--- src/rtl/bsq_pkg.sv ---
package bsq_pkg;
   // one decoded bus event per clock
   typedef enum logic [2:0] {
      EV_NONE,
      EV_RD,
      EV_W0,
      EV_W1,
      EV_BAD
   } bsq_ev_e;

   typedef enum logic [2:0] {
      ST_IDLE,
      ST_SEEN_R,
      ST_SEEN_RW0,
      ST_LOAD,
      ST_SERVE
   } bsq_st_e;
endpackage

--- src/rtl/bsq_evt.sv ---
module bsq_evt
   import bsq_pkg::*;
(
   input  logic    rd_stb,
   input  logic    wr_stb,
   input  logic    wr_bit,
   output bsq_ev_e ev
);
   always_comb begin
      if (rd_stb && wr_stb)
         ev = EV_BAD;
      else if (rd_stb)
         ev = EV_RD;
      else if (wr_stb)
         ev = wr_bit ? EV_W1 : EV_W0;
      else
         ev = EV_NONE;
   end
endmodule

--- src/rtl/bsq_addr.sv ---
module bsq_addr #(
   parameter int ADDR_W = 16,
   parameter int ARR_AW = 11
) (
   input  logic              clk,
   input  logic              rst_n,
   input  logic              shift_en,
   input  logic              shift_bit,
   input  logic              commit,
   input  logic              inc,
   output logic [ARR_AW-1:0] ptr,
   output logic              full_ok
);
   logic [ADDR_W-2:0] sh_q;
   logic [ADDR_W-1:0] full;

   // the incoming bit completes the word on the final shift
   assign full = {sh_q, shift_bit};

   generate
      if (ARR_AW < ADDR_W) begin : g_hi_chk
         assign full_ok = ~|full[ADDR_W-1:ARR_AW];
      end else begin : g_no_hi
         assign full_ok = 1'b1;
      end
   endgenerate

   always_ff @(posedge clk or negedge rst_n) begin
      if (!rst_n) begin
         sh_q <= '0;
         ptr  <= '0;
      end else begin
         if (shift_en)
            sh_q <= full[ADDR_W-2:0];
         if (commit)
            ptr <= full[ARR_AW-1:0];
         else if (inc)
            ptr <= ptr + 1'b1;
      end
   end
endmodule

--- src/rtl/bsq_fsm.sv ---
module bsq_fsm
   import bsq_pkg::*;
#(
   parameter int ADDR_W = 16,
   parameter int BYTE_W = 8,
   localparam int AC_W = $clog2(ADDR_W),
   localparam int BC_W = $clog2(BYTE_W)
) (
   input  logic            clk,
   input  logic            rst_n,
   input  bsq_ev_e         ev,
   input  logic            full_ok,
   output bsq_st_e         st,
   output logic [BC_W-1:0] bit_idx,
   output logic            shift_en,
   output logic            shift_bit,
   output logic            commit,
   output logic            inc
);
   localparam logic [AC_W-1:0] ACNT_TOP = AC_W'(ADDR_W - 1);
   localparam logic [BC_W-1:0] BCNT_TOP = BC_W'(BYTE_W - 1);

   bsq_st_e         st_d;
   logic [AC_W-1:0] acnt, acnt_d;
   logic [BC_W-1:0] bit_d;
   logic            rd_seen, rd_seen_d;
   logic            is_wr, a_last, b_last;

   assign is_wr  = (ev == EV_W0) || (ev == EV_W1);
   assign a_last = (acnt == ACNT_TOP);
   assign b_last = (bit_idx == BCNT_TOP);

   assign shift_en  = (st == ST_LOAD) && is_wr;
   assign shift_bit = (ev == EV_W1);
   assign commit    = shift_en && a_last && full_ok;
   assign inc       = (st == ST_SERVE) && (ev == EV_RD) && b_last;

   always_comb begin
      st_d      = st;
      acnt_d    = acnt;
      bit_d     = bit_idx;
      rd_seen_d = rd_seen;
      if (ev == EV_BAD) begin
         st_d = ST_IDLE;
      end else begin
         case (st)
            ST_IDLE: begin
               if (ev == EV_RD) st_d = ST_SEEN_R;
            end
            ST_SEEN_R: begin
               if (ev == EV_W0)      st_d = ST_SEEN_RW0;
               else if (ev == EV_W1) st_d = ST_IDLE;
            end
            ST_SEEN_RW0: begin
               if (ev == EV_RD) begin
                  st_d   = ST_LOAD;
                  acnt_d = '0;
               end else if (is_wr) begin
                  st_d = ST_IDLE;
               end
            end
            ST_LOAD: begin
               if (ev == EV_RD) begin
                  st_d = ST_SEEN_R;
               end else if (is_wr) begin
                  if (!a_last) begin
                     acnt_d = acnt + 1'b1;
                  end else if (full_ok) begin
                     st_d      = ST_SERVE;
                     bit_d     = '0;
                     rd_seen_d = 1'b0;
                  end else begin
                     st_d = ST_IDLE;
                  end
               end
            end
            ST_SERVE: begin
               if (ev == EV_RD) begin
                  rd_seen_d = 1'b1;
                  bit_d     = b_last ? '0 : bit_idx + 1'b1;
               end else if (ev == EV_W0) begin
                  st_d = rd_seen ? ST_SEEN_RW0 : ST_IDLE;
               end else if (ev == EV_W1) begin
                  st_d = ST_IDLE;
               end
            end
            default: st_d = ST_IDLE;
         endcase
      end
   end

   always_ff @(posedge clk or negedge rst_n) begin
      if (!rst_n) begin
         st      <= ST_IDLE;
         acnt    <= '0;
         bit_idx <= '0;
         rd_seen <= 1'b0;
      end else begin
         st      <= st_d;
         acnt    <= acnt_d;
         bit_idx <= bit_d;
         rd_seen <= rd_seen_d;
      end
   end
endmodule

--- src/rtl/bsq_decoder.sv ---
module bsq_decoder
   import bsq_pkg::*;
#(
   parameter int ADDR_W = 16,
   parameter int ARR_AW = 11,
   parameter int BYTE_W = 8
) (
   input  logic              clk,
   input  logic              rst_n,
   input  logic              rd_stb,
   input  logic              wr_stb,
   input  logic              wr_bit,
   input  logic [BYTE_W-1:0] arr_byte,
   output logic [ARR_AW-1:0] addr_o,
   output logic              arr_req,
   output logic              dout,
   output logic              idle
);
   localparam int BC_W = $clog2(BYTE_W);
   localparam logic [BC_W-1:0] BIT_TOP = BC_W'(BYTE_W - 1);

   generate
      if (ARR_AW < 1 || ARR_AW > ADDR_W) begin : g_bad_aw
         $error("ARR_AW must lie in 1..ADDR_W");
      end
      if (ADDR_W < 2) begin : g_bad_addr
         $error("ADDR_W must be at least 2");
      end
      if (BYTE_W < 2 || (1 << BC_W) != BYTE_W) begin : g_bad_byte
         $error("BYTE_W must be a power of two, at least 2");
      end
   endgenerate

   bsq_ev_e         ev;
   bsq_st_e         st;
   logic [BC_W-1:0] bit_idx;
   logic [BC_W-1:0] sel;
   logic            shift_en, shift_bit, commit, inc, full_ok;
   logic            pend_rw0;

   bsq_evt u_evt (
      .rd_stb (rd_stb),
      .wr_stb (wr_stb),
      .wr_bit (wr_bit),
      .ev     (ev)
   );

   bsq_fsm #(.ADDR_W(ADDR_W), .BYTE_W(BYTE_W)) u_fsm (
      .clk       (clk),
      .rst_n     (rst_n),
      .ev        (ev),
      .full_ok   (full_ok),
      .st        (st),
      .bit_idx   (bit_idx),
      .shift_en  (shift_en),
      .shift_bit (shift_bit),
      .commit    (commit),
      .inc       (inc)
   );

   bsq_addr #(.ADDR_W(ADDR_W), .ARR_AW(ARR_AW)) u_addr (
      .clk       (clk),
      .rst_n     (rst_n),
      .shift_en  (shift_en),
      .shift_bit (shift_bit),
      .commit    (commit),
      .inc       (inc),
      .ptr       (addr_o),
      .full_ok   (full_ok)
   );

   // most significant bit of the byte goes out first
   assign sel      = BIT_TOP - bit_idx;
   assign arr_req  = (st == ST_SERVE);
   assign dout     = arr_req ? arr_byte[sel] : 1'b1;
   assign idle     = (st == ST_IDLE);
   assign pend_rw0 = (st == ST_SEEN_RW0);
endmodule

--- config.mk ---
export PLATFORM = sky130hd
export DESIGN_NAME = bsq_decoder
export DESIGN_NICKNAME = d
export VERILOG_FILES = /design/src/rtl/bsq_pkg.sv /design/src/rtl/bsq_evt.sv /design/src/rtl/bsq_addr.sv /design/src/rtl/bsq_fsm.sv /design/src/rtl/bsq_decoder.sv
export SDC_FILE = /design/constraint.sdc
export NUM_CORES = 1
export LEC_CHECK = 0
export CAP_MARGIN = 15
export CELL_PAD_IN_SITES_DETAIL_PLACEMENT = 1
export CELL_PAD_IN_SITES_GLOBAL_PLACEMENT = 1
export CORE_ASPECT_RATIO = 0.7
export CORE_MARGIN = 2
export CORE_UTILIZATION = 40
export CTS_CLUSTER_DIAMETER = 200
export CTS_CLUSTER_SIZE = 30
export DETAILED_ROUTE_END_ITERATION = 6
export PLACE_DENSITY = 0.78
export SETUP_SLACK_MARGIN = 0.1
export SLEW_MARGIN = 20
export SYNTH_ARGS = -nofsm -noshare
export SYNTH_HDL_FRONTEND = slang
export SYNTH_HIERARCHICAL = 1
export SYNTH_SLANG_ARGS = --single-unit
export TNS_END_PERCENT = 5
--- constraint.sdc ---
create_clock -name clk -period 2.27 [get_ports clk]
set_input_delay 0.227 -clock clk [delete_from_list [all_inputs] [get_ports clk]]
set_output_delay 0.227 -clock clk [all_outputs]
set_load 0.03 [all_outputs]
==> reports/metrics.cfg <==
[route]
drc_errors = 0
drt-total-wl_mm = 5.264
vias_per_cell = 5.384
firstDrtPassIters = 4
wl_per_cell_um = 16.30
drt-initial-drc-count = 59
vias = 1739
ant_nets = 0

[cells_and_area]
multi_input_area_sq_um = 1131
fill_cells = 594
syn_to_final_growth_pct = 30.47
finalNetCount = 267
diodes = 0
final_cell_area_sq_um = 2759
final_cells = 323
layout-drive-gt1-share_pct = 29.08
seq_area_sq_um = 927.1

[global_routing]
grt_max_degree = 38
grt_usage_pct = 18.88
antenna_found_initial = 0
grt_pass1_wl_mm = 8.838
grt-ovfl-total = 0
grt_pass1_vias = 1857

[placed_design]
placed_area_sq_um = 2620
pre_cts_ws_ns = -0.3419
portBuffers = 26
place_hpwl_mm = 4.020
place_congestion = 0.8115
dp.cells = 313

[sta]
tightest_slew_ns = 0.8026
period_share_pct = 96.65
finalSetupViolCount = 0
skew_ns = 0.008066
post-route-min-period_ns = 2.194
fin_setup_tns_ns = 0
hold_viol = 0
rsz0062_at_grt = true
clock.fmax_mhz = 455.8
setup_ws_ns = 0.07613
drv_slew = 0
slew_headroom_pct = 46.49

[die]
core_area_sq_um = 5175
dieArea_sq_um = 5893
die_height_um = 64.83
pin_count = 27
initial_core_util_pct = 40.86
die_x_um = 90.90
num_rows = 22

[synth]
ys.flop_type = dfrtp_1
synth_edf_count = 0
syn_nets = 215
synthCells = 198
yosysTopAreaCell = dfrtp_1
syn_area_sq_um = 2115
synthTopCellsByCount = dfrtp_1 (37), mux2_2 (15), nand2_1 (14)
synth_most_common_cell = dfrtp_1
yosys.area.top_type_share_pct = 43.79
yosys_warnings = 6
ys_ff_latch = 37
synth_cell_types = 55
avgSynthCellArea_sq_um = 10.68
async_reset_ff_share_pct = 100.0
yosysSeqAreaShare_pct = 43.79
synth_area_leaders = dfrtp_1 (44%), mux2_2 (8.0%), mux2i_1 (3.3%)

[critical_path]
start_kind = input port
crit_arrival_ns = 2.43
cp_max_fo = 6
cp.required_ns = 2.51
end_kind = flop
worstSetupPathType = input port to flop

[power]
p_leak_nw = 1.234
p_per_area_nw_per_um2 = 727.7
peakVddDrop_uv = 223.9

[clock_network]
cts-root-buf = clkbuf_8
clock_latency_ns = 0.30
path_clk_slew_ns = 0.08
cts_tree = done
cts_buffer_depth = 2
cts_buffers = 5
clock-sinks = 37
ctsHtreeMaxLevel = 2

[job]
cap_viol_max_count = 0

[hold_path]
hold_path.class = input port to asynchronous set/reset pin

[run_status]
outcome = complete, no violations

## placed cells by master (no fill, tap or decap), types with 2 or more instances in the layout
cell	n
xor2_1	3
nor3_1	2
buf_4	26
o31ai_1	3
dfrtp_1	36
mux2_2	15
o211ai_1	3
nand2_1	14
nor2b_1	3
nand3_1	7
clkdlybuf4s50_1	22
a31oi_1	4
a22o_1	3
or4_1	5
mux2i_1	7
nand2b_1	2
and2_2	2
clkbuf_8	5
dlygate4sd2_1	2
nor3b_2	2
o21ai_0	11
a22oi_1	2
or3_1	2
nand3_2	2
a21oi_1	6
buf_12	2
or3b_4	2
nor3b_1	3
ha_1	4
a21o_1	3
inv_1	5
nor2_1	10
nand4_1	2
## power by group
| group | switching (W) | internal [W] | total [W] |
|---|---|---|---|
| registers | 0.000103 | 0.000745 | 0.000847 |
| logic | 0.000365 | 0.000331 | 0.000696 |
| clock network | 0.000247 | 0.000217 | 0.000464 |
| total | 0.000714 | 0.00129 | 0.00201 |
## per-stage QoR
stage | utilization (%) | hold slack, ns | power [W]
final | 53.31 | 0.01111 | 0.002008
after global routing | 53.31 | 0.07181 | 0.002130
after CTS | 52.37 | 0.03919 | 0.002005
after detailed placement | 50.63 | 0.3600 | 0.001540
after global placement | 50.63 | 0.3666 | 0.001515
after floorplan | - | -0.06859 | 0.001247
## path summary, 6_finish.rpt
path	end	depth (start not counted)	slack (ns)	from
max	u_addr/ptr[6]$_DFFE_PN0P_	8	0.08	wr_bit
min	u_addr/ptr[7]$_DFFE_PN0P_	1	0.01	rst_n
max reg2reg	u_addr/ptr[6]$_DFFE_PN0P_	9	0.16	u_addr/sh_q[10]$_DFFE_PN0P_
min reg2reg	u_addr/sh_q[14]$_DFFE_PN0P_	1	0.52	u_addr/sh_q[14]$_DFFE_PN0P_
max in group asynchronous	u_fsm/bit_idx[1]$_DFFE_PN0P_	1	1.69	rst_n
min in group clk	u_addr/sh_q[14]$_DFFE_PN0P_	1	0.52	u_addr/sh_q[14]$_DFFE_PN0P_
## sequential cells by signal, indices dropped and copies added, names as in the netlist
| signal | flops |
|---|---|
| u_addr/sh_q | 15 |
| u_fsm/rd_seen | 1 |
| u_fsm/st | 3 |
| u_fsm/acnt | 4 |
| u_fsm/bit_idx | 3 |
| u_addr/ptr | 11 |
## cells by family (layout without fill, tap and decap cells)
logic type / Yosys count / after routing / share of synthesized area (%)
AOI/OAI and AO/OA: 43 / 43 / 13.73
adders and majority gates: 4 / 4 / 2.367
buffers and inverters: 15 / 68 / 3.491
xor gates and xnor gates: 4 / 4 / 1.657
DFF: 37 / 37 / 43.79
muxes: 23 / 23 / 12.37
and+or+nand+nor: 72 / 72 / 22.60
## timing repair
item                       CTS  global route
hold buffers                 0             0
setup buffers                0             2
gates cloned                 0             0
setup endpoints to repair    7             7
pin swaps                    1             1
resized for setup            4             7
## worst max-delay path: stages
cell             delay [ns]
clkdlybuf4s50_1        0.46
a21o_1                 0.17
or3b_4                 0.41
and3_4                 0.18
and3b_2                0.23
buf_12                 0.14
or4_1                  0.51
nand3_1                0.09
## layer usage
layer	share of wire (%)	vias to the layer above	track usage, %
met5	0	-	0
li1	-	840	-
met3	2.7	5	3.023
met4	1.2	0	7.197
met2	46	34	30.13
met1	50	860	26.13
## final cells by class
type / instances / share of cell area (%)
clock buffers: 5 / 2.494
clock inverters: 3 / 0.7710
inverters: 5 / 0.6803
multi-input cells: 146 / 41.00
flip-flops and latches: 37 / 33.61
well taps: 72 / 3.265
repair buffers: 55 / 18.19
No activity file was read; power rests on OpenSTA's default activity.
